File: src/rtl/systime_pkg.sv
package systime_pkg;

    localparam int TIME_W = 64;
    localparam int HALF_W = 32;
    localparam int PER_W  = 8;
    localparam int INC_W  = 24;
    localparam int ADDR_W = 2;
    localparam int RATE_W = PER_W + INC_W;

    // Rate word: step length in the upper byte, increment below it.
    typedef struct packed {
        logic [PER_W-1:0] period;
        logic [INC_W-1:0] inc;
    } rate_t;

    typedef enum logic [ADDR_W-1:0] {
        REG_TIME_LO = 2'd0,
        REG_TIME_HI = 2'd1,
        REG_RATE    = 2'd2,
        REG_NONE    = 2'd3
    } reg_sel_e;

    function automatic logic step_done(input logic [PER_W-1:0] cnt,
                                       input logic [PER_W-1:0] period);
        return (period != '0) && (cnt == period - 1'b1);
    endfunction

    function automatic logic [TIME_W-1:0] widen_inc(input logic [INC_W-1:0] inc);
        return {{(TIME_W-INC_W){1'b0}}, inc};
    endfunction

endpackage

File: src/rtl/systime_prescale.sv
module systime_prescale
    import systime_pkg::*;
(
    input  logic             clk,
    input  logic             rst,
    input  logic             restart,
    input  rate_t            rate_req,
    output logic             tick,
    output rate_t            rate_act
);

    logic [PER_W-1:0] cnt_q;
    rate_t            act_q;

    assign tick     = step_done(cnt_q, act_q.period);
    assign rate_act = act_q;

    always_ff @(posedge clk) begin
        if (rst) begin
            act_q <= '0;
            cnt_q <= '0;
        end else if (restart) begin
            act_q <= rate_req;
            cnt_q <= '0;
        end else if (act_q.period == '0) begin
            act_q <= rate_req;
            cnt_q <= '0;
        end else if (tick) begin
            act_q <= rate_req;
            cnt_q <= '0;
        end else begin
            cnt_q <= cnt_q + 1'b1;
        end
    end

endmodule

File: src/rtl/systime_accum.sv
module systime_accum
    import systime_pkg::*;
(
    input  logic              clk,
    input  logic              rst,
    input  logic              load,
    input  logic [TIME_W-1:0] load_val,
    input  logic              tick,
    input  logic [INC_W-1:0]  inc,
    output logic [TIME_W-1:0] time_q,
    output logic              wrap_q
);

    logic [TIME_W:0] sum;

    assign sum = {1'b0, time_q} + {1'b0, widen_inc(inc)};

    always_ff @(posedge clk) begin
        if (rst) begin
            time_q <= '0;
            wrap_q <= 1'b0;
        end else if (load) begin
            time_q <= load_val;
            wrap_q <= 1'b0;
        end else if (tick) begin
            time_q <= sum[TIME_W-1:0];
            wrap_q <= sum[TIME_W];
        end else begin
            wrap_q <= 1'b0;
        end
    end

endmodule

File: src/rtl/systime_regs.sv
module systime_regs
    import systime_pkg::*;
(
    input  logic              clk,
    input  logic              rst,
    input  logic              bus_wr,
    input  logic              bus_rd,
    input  logic [ADDR_W-1:0] bus_addr,
    input  logic [HALF_W-1:0] bus_wdata,
    input  logic [TIME_W-1:0] time_q,
    output logic [HALF_W-1:0] bus_rdata,
    output rate_t             rate_q,
    output logic              load,
    output logic [TIME_W-1:0] load_val,
    output logic [HALF_W-1:0] hi_latch
);

    reg_sel_e          sel;
    logic [HALF_W-1:0] stage_q;
    logic [HALF_W-1:0] hi_q;

    assign sel      = reg_sel_e'(bus_addr);
    assign load     = bus_wr && (sel == REG_TIME_HI);
    assign load_val = {bus_wdata, stage_q};
    assign hi_latch = hi_q;

    always_ff @(posedge clk) begin
        if (rst) begin
            stage_q <= '0;
            hi_q    <= '0;
            rate_q  <= '0;
        end else begin
            if (bus_wr && sel == REG_TIME_LO) stage_q <= bus_wdata;
            if (bus_wr && sel == REG_RATE)    rate_q  <= rate_t'(bus_wdata);
            if (bus_rd && sel == REG_TIME_LO) hi_q    <= time_q[TIME_W-1:HALF_W];
        end
    end

    always_comb begin
        bus_rdata = '0;
        if (bus_rd) begin
            case (sel)
                REG_TIME_LO: bus_rdata = time_q[HALF_W-1:0];
                REG_TIME_HI: bus_rdata = hi_q;
                REG_RATE:    bus_rdata = rate_q;
                default:     bus_rdata = '0;
            endcase
        end
    end

endmodule

File: src/rtl/systime_counter.sv
module systime_counter
    import systime_pkg::*;
(
    input  logic              clk,
    input  logic              rst,
    input  logic              bus_wr,
    input  logic              bus_rd,
    input  logic [ADDR_W-1:0] bus_addr,
    input  logic [HALF_W-1:0] bus_wdata,
    output logic [HALF_W-1:0] bus_rdata,
    output logic              wrap_pulse
);

    rate_t             rate_q;
    rate_t             rate_act;
    logic              tick;
    logic              load;
    logic [TIME_W-1:0] load_val;
    logic [TIME_W-1:0] time_q;
    logic [HALF_W-1:0] hi_latch;
    logic [PER_W-1:0]  act_period;

    assign act_period = rate_act.period;

    systime_regs u_regs (
        .clk       (clk),
        .rst       (rst),
        .bus_wr    (bus_wr),
        .bus_rd    (bus_rd),
        .bus_addr  (bus_addr),
        .bus_wdata (bus_wdata),
        .time_q    (time_q),
        .bus_rdata (bus_rdata),
        .rate_q    (rate_q),
        .load      (load),
        .load_val  (load_val),
        .hi_latch  (hi_latch)
    );

    systime_prescale u_pre (
        .clk      (clk),
        .rst      (rst),
        .restart  (load),
        .rate_req (rate_q),
        .tick     (tick),
        .rate_act (rate_act)
    );

    systime_accum u_acc (
        .clk      (clk),
        .rst      (rst),
        .load     (load),
        .load_val (load_val),
        .tick     (tick),
        .inc      (rate_act.inc),
        .time_q   (time_q),
        .wrap_q   (wrap_pulse)
    );

endmodule

File: config.mk
export PLATFORM = sky130hd
export DESIGN_NAME = systime_counter
export DESIGN_NICKNAME = d
export VERILOG_FILES = /design/src/rtl/systime_pkg.sv /design/src/rtl/systime_prescale.sv /design/src/rtl/systime_accum.sv /design/src/rtl/systime_regs.sv /design/src/rtl/systime_counter.sv
export SDC_FILE = /design/constraint.sdc
export NUM_CORES = 1
export LEC_CHECK = 0
export CAP_MARGIN = 5
export CORE_ASPECT_RATIO = 1.5
export CORE_MARGIN = 2
export CORE_UTILIZATION = 51
export DETAILED_ROUTE_END_ITERATION = 10
export DONT_BUFFER_PORTS = 1
export PLACE_DENSITY_LB_ADDON = 0.3
export SLEW_MARGIN = 20
export SYNTH_ARGS = -nofsm -noshare
export SYNTH_HDL_FRONTEND = slang
export SYNTH_SLANG_ARGS = --single-unit
export TNS_END_PERCENT = 50
File: constraint.sdc
create_clock -name clk -period 3.2 [get_ports clk]
set_input_delay 0.32 -clock clk [delete_from_list [all_inputs] [get_ports clk]]
set_output_delay 0.32 -clock clk [all_outputs]
set_load 0.02 [all_outputs]
==> results of run 1 <==
==> worst paths after layout <==
path | slack [ns] | end
worst max-delay path | 0.17 | u_acc.time_q[42]
worst min-delay path | 0.02 | u_acc.time_q[56]
worst max register to register | 0.17 | u_acc.time_q[42]
worst min register to register | 0.45 | u_regs.stage_q[7]
==> kinds of logic (layout without fill, tap and decap cells) <==
family	count (synthesis)	in the layout	share of synthesized area (%)
fa+ha+maj	27	27	3.26
simple gates	492	492	20.6
compound gates	374	374	21.6
other cells	0	2	0
mux	78	78	7.38
buf+inv	104	107	3.92
xor+xnor	63	63	5.21
flops	201	201	38.0
==> routing by layer <==
metal | global-route usage [%] | up-vias | wire (um)
met1 | 36.0 | 4728 | 13100
met4 | 10.2 | 0 | 929
met5 | 0 | - | 0
met3 | 4.87 | 73 | 2210
met2 | 50.4 | 355 | 16200
li1 | - | 4664 | -
==> state kept, by name (all words and copies together), names as in the netlist <==
register         count
u_acc.time_q        64
u_pre.rate_act      32
u_regs.hi_latch     32
u_regs.rate_q       32
u_regs.stage_q      32
u_pre.cnt_q          8
u_acc.wrap_q         1
==> stage by stage <==
stage               hold slack [ns]  worst slack [ns]  instances  instance area [um^2]
floorplan                     0.432             0.283       1339                 10600
global placement              0.402             0.199       1535                 10800
CTS                          0.0127            0.0508       1604                 11800
detailed placement            0.404             0.117       1535                 10800
finish                       0.0179             0.166       1608                 11800
global route                 0.0187           0.00374       1606                 11800
==> worst max-delay path: stages (launching register included) <==
cell and delay, ns:
dfxtp_1 0.35, ha_2 0.22, fa_1 0.22, a21o_1 0.16, and3_1 0.20, o211ai_1 0.16
a41oi_2 0.26, o31ai_2 0.10, a2111o_1 0.50, buf_4 0.20, or4_1 0.40, a31oi_1 0.18
==> placed cells by master, fill, tap and decap left out, types with 3 or more instances in the layout <==
cell / n
dfxtp_1: 201
a211oi_1: 31
o211ai_1: 7
buf_4: 20
a31oi_1: 10
a2111oi_2: 6
ha_1: 25
xnor2_1: 44
clkbuf_1: 6
nand3_1: 22
o21bai_1: 4
o211a_1: 4
nor2b_1: 3
o31ai_1: 3
nor3_1: 10
xor2_1: 19
and2_1: 40
or3_1: 11
a41oi_1: 5
a21oi_2: 3
clkinv_2: 6
or4_1: 4
and4_1: 5
a31o_2: 3
buf_12: 5
inv_1: 13
dlygate4sd3_1: 33
a21o_1: 15
mux2i_1: 77
clkbuf_16: 21
a21oi_1: 160
nand2b_1: 4
nor2_1: 83
and3_1: 8
nand4_1: 7
nand2_1: 277
o21ai_0: 97
==> repair_timing <==
| item | CTS | global route |
|---|---|---|
| hold endpoints to repair | 145 | 0 |
| hold buffers | 34 | 0 |
| resized for setup | 0 | 3 |
| buffers inserted | 0 | 2 |
| setup endpoints to repair | 0 | 7 |
==> final cells by class <==
class	count	area (um^2)
clock inverters	7	38.8
clock buffers	28	562
multi-input cells	1034	6200
fillers	1889	8600
diodes	2	5.00
flip-flops and latches	201	4020
inverters	13	48.8
repair buffers	59	608
well taps	264	330
==> cell usage after synthesis (7+ instances only) <==
library cell,count
o21ai_0,97
mux2i_1,77
and2_1,40
o211ai_1,7
nand3_1,22
xor2_1,19
or3_1,11
xnor2_1,44
and3_1,8
nand2_1,278
nor3_1,10
inv_1,13
nand4_1,7
dfxtp_1,201
a211oi_1,31
a31oi_1,10
ha_1,26
a21oi_1,160
clkbuf_1,79
nor2_1,83
buf_2,8
a21o_1,15
==> power groups by stage <==
stage	sequential [mW]	combinational, mW	clock, mW
floorplan	2.69	0.368	0
global placement	2.71	0.421	0
detailed placement	2.71	0.430	0
CTS	2.66	0.510	2.26
global route	2.67	0.559	2.35
finish	2.66	0.515	2.24
==> metrics.csv, run 1 <==
stage,metric,value,unit
setup_path,crit start category,flip-flop,
timing,f_max,0.330,GHz
layout,Area Overhead vs Synth,11.6,%
yosys,Synthesis Warnings,0,
clocking,clk slew on worst S/H paths,0.06,ns
floorplanning,I/O Pins,71,
yosys,top cell type by total area after synthesis,dfxtp_1,
floorplanning,Std-Cell Rows,64,
layout,fin util,57.9,%
global_route,GR Overflow Total,0,
yosys,top post-synthesis cells by area,"dfxtp_1 38%, nand2_1 9.9%, a21oi_1 7.6%, mux2i_1 7.3%, o21ai_0 4.6%",
timing,clock skew,0.0160,ns
routing,Detail Route Antenna Nets,0,
placed_design,DP HPWL,21200,um
yosys,Async SR Flop Fraction,0,%
clocking,CTS Buf Count,21,
yosys,Post-Syn Area,10600,um^2
clocking,clk root buf,clkbuf_16,
setup_path,Crit. End Element,flip-flop,
clocking,Clock Tree Buf Depth,3,
pwr,Combinational Power Share,9.5,%
routing,Routed Wire Length,32500,um
floorplanning,Die ar.,22000,um^2
yosys,Yosys top cell area share,38.0,%
timing,final worst-path cycle share,94.8,%
pwr,sw frac,25.7,%
timing,Final Hold Viols,0,
routing,Post-route DRC,0,
run_status,status,finished clean,
yosys,Mean Syn Cell Area,7.91,um^2
yosys,Yosys cell types,65,
hold_path,Min-Delay Path Class,primary input to flip-flop,
routing,DR vias/cell,6.11,
setup_path,crit path kind,flip-flop to flip-flop,
timing,setup violation total in the final timing report,0,
pwr,Psw,1.39,mW
yosys,Post-synth EDFFs,0,
clocking,clock sink count,201,
yosys,Syn Inst Count,1339,
floorplanning,Die Height,181,um
hold_path,HP Start,bus_wdata[24],
setup_path,worst r2r path cells,11,
routing,DR pass1 iterations,6,
pwr,PwrDens,458,nW/um^2
pwr,clock power share,41.4,%
clocking,worst-skew pair later-pin latency,0.50,ns
yosys,sequential area share after synthesis,38.0,%
timing,Pins Over Slew Limit,0,
global_route,first-pass GRT wire length,50700,um
timing,measured slew at the worst slew-check pin,0.955,ns
clocking,H-tree depth,1,
timing,RSZ-0062 raised after global routing,no,
routing,wire per inst,20.2,um
hold_path,hold path cells,2,
floorplanning,die width,122,um
layout,share of post-route cells with drive strength above 1,6.48,%
pwr,VDD IR max,291,uV
global_route,initial antenna violation count,1,
yosys,Seq cells post-synth,201,
setup_path,"Arr. time, crit path",3.45,ns
placed_design,gpl congestion,0.970,
routing,via count,9820,
pwr,Static Leak,4.53,nW
flow_run,Max Cap Violations,0,
timing,Slew HR,36.4,%
global_route,vias in the first global route,9282,
timing,setup TNS,0,ns
clocking,CTS tree,done,
yosys,Mapped Nets,1404,
setup_path,r2r startpoint,u_acc.time_q[0],
floorplanning,Initial Util,51.9,%
pwr,Final Power,5.42,mW
layout,number of nets in the layout,1395,
floorplanning,core area,20400,um^2
setup_path,Crit. Startpoint,u_acc.time_q[0],
yosys,most frequently used flop master after synthesis,dfxtp_1,
timing,Tmin final,3.03,ns
pwr,sequential share of power,49.1,%
global_route,largest net degree at the start of global routing,144,
placed_design,IO buf count,0,
pwr,Int Pwr,4.02,mW
setup_path,Worst Path Required,3.62,ns
routing,Initial DRC Count,887,
global_route,Tot GR Track Use,29.1,%
setup_path,Crit Path Max Fanout,10,
No activity file was read; power rests on OpenSTA's default activity.
==> run 2: changes to the inputs <==
- CORE_MARGIN: 2 -> 1
- CORE_UTILIZATION: 51 -> 38
- REMOVE_ABC_BUFFERS: not set -> 1
==> run 2 against run 1 <==
Against the previous run: the run now ends with design-rule violations left; fmax fell by 0.81%; largest power group unchanged; final area rose by 1.9%; sequential power barely moved; critical path type unchanged; global-route usage fell by 6.2 points; clock-buffer cell count did not move; via count fell by 2.5%.
==> metrics.csv, run 2 (synthesized netlist as in run 1, its figures left out) <==
stage,metric,value,unit,change
run_status,status,"finished, violations left",,
run_status,failing checks,design-rule violations,,
timing,setup violation total in the final timing report,0,,unchanged
floorplanning,I/O Pins,71,,unchanged
global_route,largest net degree at the start of global routing,144,,unchanged
layout,"commonest non-fill, non-tap cells in the layout","277 x nand2_1, 201 x dfxtp_1, 160 x a21oi_1, 97 x o21ai_0, 83 x nor2_1",,
pwr,Static Leak,4.60,nW,+1.7%
placed_design,placed cell area,11000,um^2,+1.6%
placed_design,gpl congestion,0.900,,-7.2%
setup_path,Worst Path Required,3.63,ns,about the same
layout,number of nets in the layout,1404,,+0.65%
clocking,CTS Buf Count,20,,-4.8%
timing,RSZ-0062 raised after global routing,yes,,
layout,Final Cell Area,12000,um^2,+1.9%
global_route,initial antenna violation count,2,,+1
setup_path,crit start category,flip-flop,,
setup_path,FF-to-FF End,u_acc.time_q[30],,
hold_path,HP Start,bus_wdata[31],,
routing,Detail Route Antenna Nets,0,,unchanged
global_route,Tot GR Track Use,22.8,%,-6.2 points
clocking,Clock Tree Buf Depth,3,,unchanged
layout,share of post-route cells with drive strength above 1,7.33,%,+0.85 points
setup_path,r2r startpoint,u_acc.time_q[0],,
layout,Area Overhead vs Synth,13.7,%,
routing,Initial DRC Count,641,,-28%
setup_path,worst r2r path cells,12,,+1
clocking,clk root buf,clkbuf_16,,
timing,Final Hold Viols,0,,unchanged
global_route,GR Overflow Total,0,,unchanged
layout,"most common cell after layout, fill and taps aside",nand2_1,,
setup_path,"Arr. time, crit path",3.49,ns,+0.04 ns
timing,clock skew,0.00663,ns,-0.00938 ns
layout,fin util,44.1,%,-14 points
clocking,Post-CTS Setup Bufs,0,,unchanged
placed_design,IO buf count,0,,unchanged
routing,DR vias/cell,5.65,,-7.4%
pwr,PwrDens,462,nW/um^2,+0.73%
setup_path,Crit Path Max Fanout,11,,+1
flow_run,Max Cap Violations,0,,unchanged
layout,max reg flops,64,,unchanged
hold_path,hold path cells,2,,unchanged
timing,f_max,0.327,GHz,-0.81%
pwr,Final Power,5.56,mW,+2.6%
clocking,clock sink count,201,,unchanged
floorplanning,Die ar.,28600,um^2,+30%
routing,Post-route DRC,5,,+5
floorplanning,Std-Cell Rows,74,,+16%
hold_path,hold worst-path end,u_acc.time_q[63],,
routing,wire per inst,19.3,um,-4.7%
timing,Tmin final,3.06,ns,+0.0248 ns
routing,DR pass1 iterations,8,,+2
timing,Slew HR,44.0,%,+7.7 points
setup_path,Crit. End Element,flip-flop,,
global_route,vias in the first global route,9260,,-0.24%
timing,measured slew at the worst slew-check pin,0.839,ns,-0.115 ns
global_route,first-pass GRT wire length,51300,um,+1.2%
routing,via count,9579,,-2.5%
clocking,worst-skew pair later-pin latency,0.51,ns,about the same
timing,final worst-path cycle share,95.6,%,+0.77 points
hold_path,Min-Delay Path Class,primary input to flip-flop,,
floorplanning,core area,27300,um^2,+34%
layout,Largest Register,u_acc.time_q,,
setup_path,crit path kind,flip-flop to flip-flop,,
clocking,CTS tree,done,,
clocking,clk slew on worst S/H paths,0.06,ns,about the same
routing,Routed Wire Length,32600,um,+0.37%
floorplanning,die width,138,um,+14%
timing,Pins Over Slew Limit,0,,unchanged
clocking,H-tree depth,1,,unchanged
setup_path,r2r setup slk,0.14,ns,-0.02 ns
floorplanning,Initial Util,38.8,%,-13 points
floorplanning,Die Height,206,um,+14%
placed_design,DP HPWL,21900,um,+3.1%
pwr,VDD IR max,440,uV,+51%
## run 2: changes by cell type in the layout (fill, tap and decap cells not counted), moves of 2 or more
cell,change
buf_4,+11
clkbuf_1,-4
clkbuf_8,+4
clkinv_2,-2
## run 2: cell type report
| type | instances | area (um^2) |
|---|---|---|
| inverter | 13 | 48.8 |
| multi-input combinational | 1034 | 6210 |
| sequential | 201 | 4020 |
| tap | 342 | 428 |
| clock inverter | 5 | 50.0 |
| timing repair buffer | 69 | 671 |
| antenna | 2 | 5.00 |
| clock buffer | 28 | 602 |
| fill | 2715 | 15300 |
## run 2: stage by stage
step	hold WS [ns]	TNS, ns	setup WS (ns)	instances
after global placement	0.411	0	0.0979	1625
after CTS	0.00244	0	0.0531	1692
after global routing	0.0304	-0.0511	-0.0511	1694
after floorplan	0.389	-73.31	-1.69	1248
after detailed placement	0.416	0	0.0780	1625
final	0.0111	0	0.141	1694
## run 2: repair_timing
item / in CTS / in global routing
hold buffers: 34 / 0
setup endpoints to repair: 0 / 14
gates resized for setup: 0 / 4
endpoints found under the hold margin: 147 / 0
## run 2: report_power, final
part,total (mW),switching (mW),leakage (nW),internal [mW]
clock,2.38,0.994,0.327,1.38
sequential,2.66,0.0766,1.63,2.58
combinational,0.521,0.311,2.64,0.210
total,5.56,1.38,4.60,4.18
## run 2: worst max path at each step
stage	endpoint	slack, ns	from	depth (start not counted)
after floorplan	u_pre.cnt_q[2]	-1.69	u_pre.rate_act[24]	7
after global placement	u_acc.time_q[47]	0.1	u_pre.rate_act[24]	11
after detailed placement	u_acc.time_q[47]	0.08	u_pre.rate_act[24]	11
after CTS	u_acc.time_q[30]	0.05	u_pre.rate_act[0]	12
after global routing	u_acc.time_q[30]	-0.05	u_acc.time_q[0]	12
final	u_acc.time_q[30]	0.14	u_acc.time_q[0]	12
## run 2: critical path, stage by stage, from the launching register on
cell	delay, ns
dfxtp_1	0.33
ha_1	0.22
fa_1	0.41
a21o_1	0.22
and3_1	0.21
o211ai_1	0.17
buf_4	0.17
a41oi_2	0.17
o31ai_4	0.32
a2111o_1	0.25
buf_4	0.19
xnor2_1	0.08
a211oi_1	0.23
## run 2: layer usage
| metal | part of all wire (%) | GRT usage, % |
|---|---|---|
| met2 | 52 | 43.3 |
| met5 | 0.034 | 0 |
| met1 | 40 | 25.8 |
| met4 | 3.8 | 10.4 |
| met3 | 3.7 | 2.06 |
==> run 3: changes to the inputs <==
- CORE_UTILIZATION: 38 -> 47
==> run 3 against run 2 <==
Against the previous run: the run now ends clean; sequential power about the same; via count up 0.19%; flip-flop and latch count unchanged; final area down 0.14%; critical path depth unchanged; clock skew up 0.0092 ns; register-to-register slack better by 0.04 ns; setup slack better by 0.038 ns; fmax up 1.2%; non-clock buffer count down 2; highest routed layer is now met4.
==> metrics.csv, run 3 (synthesized netlist as in run 1, its figures left out) <==
stage,metric,value,unit,change
setup_path,r2r setup slk,0.18,ns,+0.04 ns
routing,Detail Route Antenna Nets,0,,unchanged
floorplanning,Initial Util,48.4,%,+9.6 points
clocking,clk slew on worst S/H paths,0.07,ns,about the same
placed_design,IO buf count,0,,unchanged
setup_path,r2r startpoint,u_acc.time_q[0],,
pwr,Static Leak,4.64,nW,+0.74%
timing,Slew HR,35.6,%,-8.4 points
routing,Routed Wire Length,31300,um,-4.1%
layout,Area Overhead vs Synth,13.5,%,
clocking,H-tree depth,1,,unchanged
timing,Final Hold Viols,0,,unchanged
setup_path,Worst Path Buf+Inv,2,,unchanged
layout,Largest Register,u_acc.time_q,,
pwr,Final Power,5.99,mW,+7.7%
placed_design,gpl congestion,0.943,,+4.8%
layout,max reg flops,64,,unchanged
setup_path,FF-to-FF End,u_acc.time_q[54],,
timing,Tmin final,3.02,ns,-0.0375 ns
clocking,CTS Buf Count,20,,unchanged
hold_path,Min-Delay Path Class,primary input to flip-flop,,
global_route,Tot GR Track Use,26.8,%,+3.9 points
floorplanning,Die ar.,23200,um^2,-19%
floorplanning,core area,21900,um^2,-20%
timing,clock skew,0.0159,ns,+0.00924 ns
pwr,VDD IR max,433,uV,-1.5%
setup_path,CP max stage delay,0.49,ns,+0.08 ns
placed_design,DP HPWL,21000,um,-3.9%
routing,wire per inst,19.3,um,about the same
timing,setup violation total in the final timing report,0,,unchanged
hold_path,HP Start,bus_wdata[29],,
clocking,CTS tree,done,,
layout,fin util,55.0,%,+11 points
layout,share of post-route cells with drive strength above 1,7.40,%,+0.069 points
timing,final worst-path cycle share,94.4,%,-1.2 points
clocking,worst-skew pair later-pin latency,0.51,ns,about the same
setup_path,crit start category,flip-flop,,
layout,number of nets in the layout,1402,,-0.14%
routing,Initial DRC Count,640,,-0.16%
hold_path,hold worst-path end,u_acc.time_q[61],,
setup_path,crit path kind,flip-flop to flip-flop,,
run_status,status,finished clean,,
layout,"commonest non-fill, non-tap cells in the layout","277 x nand2_1, 201 x dfxtp_1, 159 x a21oi_1, 97 x o21ai_0, 83 x nor2_1",,
global_route,first-pass GRT wire length,49600,um,-3.4%
global_route,vias in the first global route,9511,,+2.7%
setup_path,most frequent CP cell,buf_4,,
timing,f_max,0.331,GHz,+1.2%
setup_path,CP Cell Sequence,ha_2 > fa_1 > a21o_1 > and3_1 > o211ai_1 > buf_4 > a41oi_2 > o31ai_2 > a2111o_1 > buf_4 > or4_1 > a31oi_1,,
placed_design,placed cell area,10800,um^2,-1.4%
layout,"most common cell after layout, fill and taps aside",nand2_1,,
setup_path,"Arr. time, crit path",3.45,ns,-0.04 ns
timing,measured slew at the worst slew-check pin,0.962,ns,+0.122 ns
routing,Post-route DRC,0,,-5
floorplanning,die width,125,um,-9.9%
setup_path,Crit. End Element,flip-flop,,
global_route,initial antenna violation count,0,,-2
setup_path,Crit Path Max Fanout,6,,-5
flow_run,Max Cap Violations,0,,unchanged
layout,Final Cell Area,12000,um^2,-0.14%
floorplanning,Std-Cell Rows,66,,-11%
setup_path,Worst Path Required,3.63,ns,about the same
global_route,largest net degree at the start of global routing,144,,unchanged
routing,DR vias/cell,5.91,,+4.5%
setup_path,Top delay family on crit path,compound AO/OA/AOI/OAI gates,,
timing,setup TNS,0,ns,unchanged
floorplanning,I/O Pins,71,,unchanged
layout,# fillers,2020,,-26%
clocking,clock sink count,201,,unchanged
floorplanning,Die Height,186,um,-10%
setup_path,worst r2r path cells,12,,unchanged
timing,Hold Slack,0.0147,ns,+0.00353 ns
clocking,Clock Tree Buf Depth,3,,unchanged
hold_path,hold path cells,2,,unchanged
clocking,clk root buf,clkbuf_16,,
timing,Pins Over Slew Limit,0,,unchanged
routing,via count,9597,,+0.19%
setup_path,Critical Path Slowest Stage Cell,or4_1,,
routing,DR pass1 iterations,5,,-3
global_route,GR Overflow Total,0,,unchanged
pwr,PwrDens,498,nW/um^2,+7.8%
[run 3: changes by cell type in the layout (fill, tap and decap cells not counted), sizes merged]
cell,before,now
bufinv,1,7
clkbuf,28,25
buf,36,34
diode,2,1
[run 3: cell type report]
type / count / area [um^2] / area share [%]
well taps: 272 / 340 / 2.83
flip-flops and latches: 201 / 4020 / 33.5
clock buffers: 25 / 561 / 4.66
diodes: 1 / 2.50 / 0.0208
repair buffers: 67 / 618 / 5.14
multi-input cells: 1034 / 6200 / 51.6
inverters: 13 / 48.8 / 0.406
clock inverters: 11 / 230 / 1.91
[run 3: what timing repair did]
| item | in CTS | in global routing |
|---|---|---|
| gates resized for setup | 0 | 3 |
| hold buffers | 34 | 0 |
| endpoints found under the setup margin | 0 | 10 |
| hold endpoints to repair | 145 | 0 |
| buffers inserted | 0 | 2 |
[run 3: metrics by stage]
| stage | setup WS (ns) | std cells |
|---|---|---|
| 2_1_floorplan | -1.69 | 1248 |
| 3_3_place_gp | 0.199 | 1551 |
| 3_5_place_dp | 0.102 | 1551 |
| 4_1_cts | 0.0919 | 1621 |
| 5_1_grt | -0.000241 | 1623 |
| 6_report | 0.179 | 1624 |
[run 3: layer usage]
layer | GRT usage, % | wire length, um | vias to the layer above
li1 | - | - | 4677
met1 | 30.3 | 12500 | 4576
met2 | 48.4 | 15800 | 254
met3 | 3.82 | 1460 | 90
met4 | 14.7 | 1490 | 0
met5 | 0 | 0 | -
[run 3: worst max-delay path by stage]
stage,from,endpoint,slack [ns],cells after the start
5_1_grt,u_acc.time_q[0],u_acc.time_q[54],-0.0002,12
2_1_floorplan,u_pre.rate_act[24],u_pre.cnt_q[2],-1.69,7
6_report,u_acc.time_q[0],u_acc.time_q[54],0.18,12
4_1_cts,u_pre.rate_act[0],u_acc.time_q[26],0.09,11
3_3_place_gp,u_pre.rate_act[0],u_acc.time_q[26],0.20,11
3_5_place_dp,u_pre.rate_act[0],u_acc.time_q[26],0.10,11
[run 3: power by group]
| group | switching, mW | total (mW) | internal, mW |
|---|---|---|---|
| sequential | 0.0740 | 2.66 | 2.58 |
| combinational | 0.301 | 0.504 | 0.203 |
| clock | 1.02 | 2.83 | 1.81 |
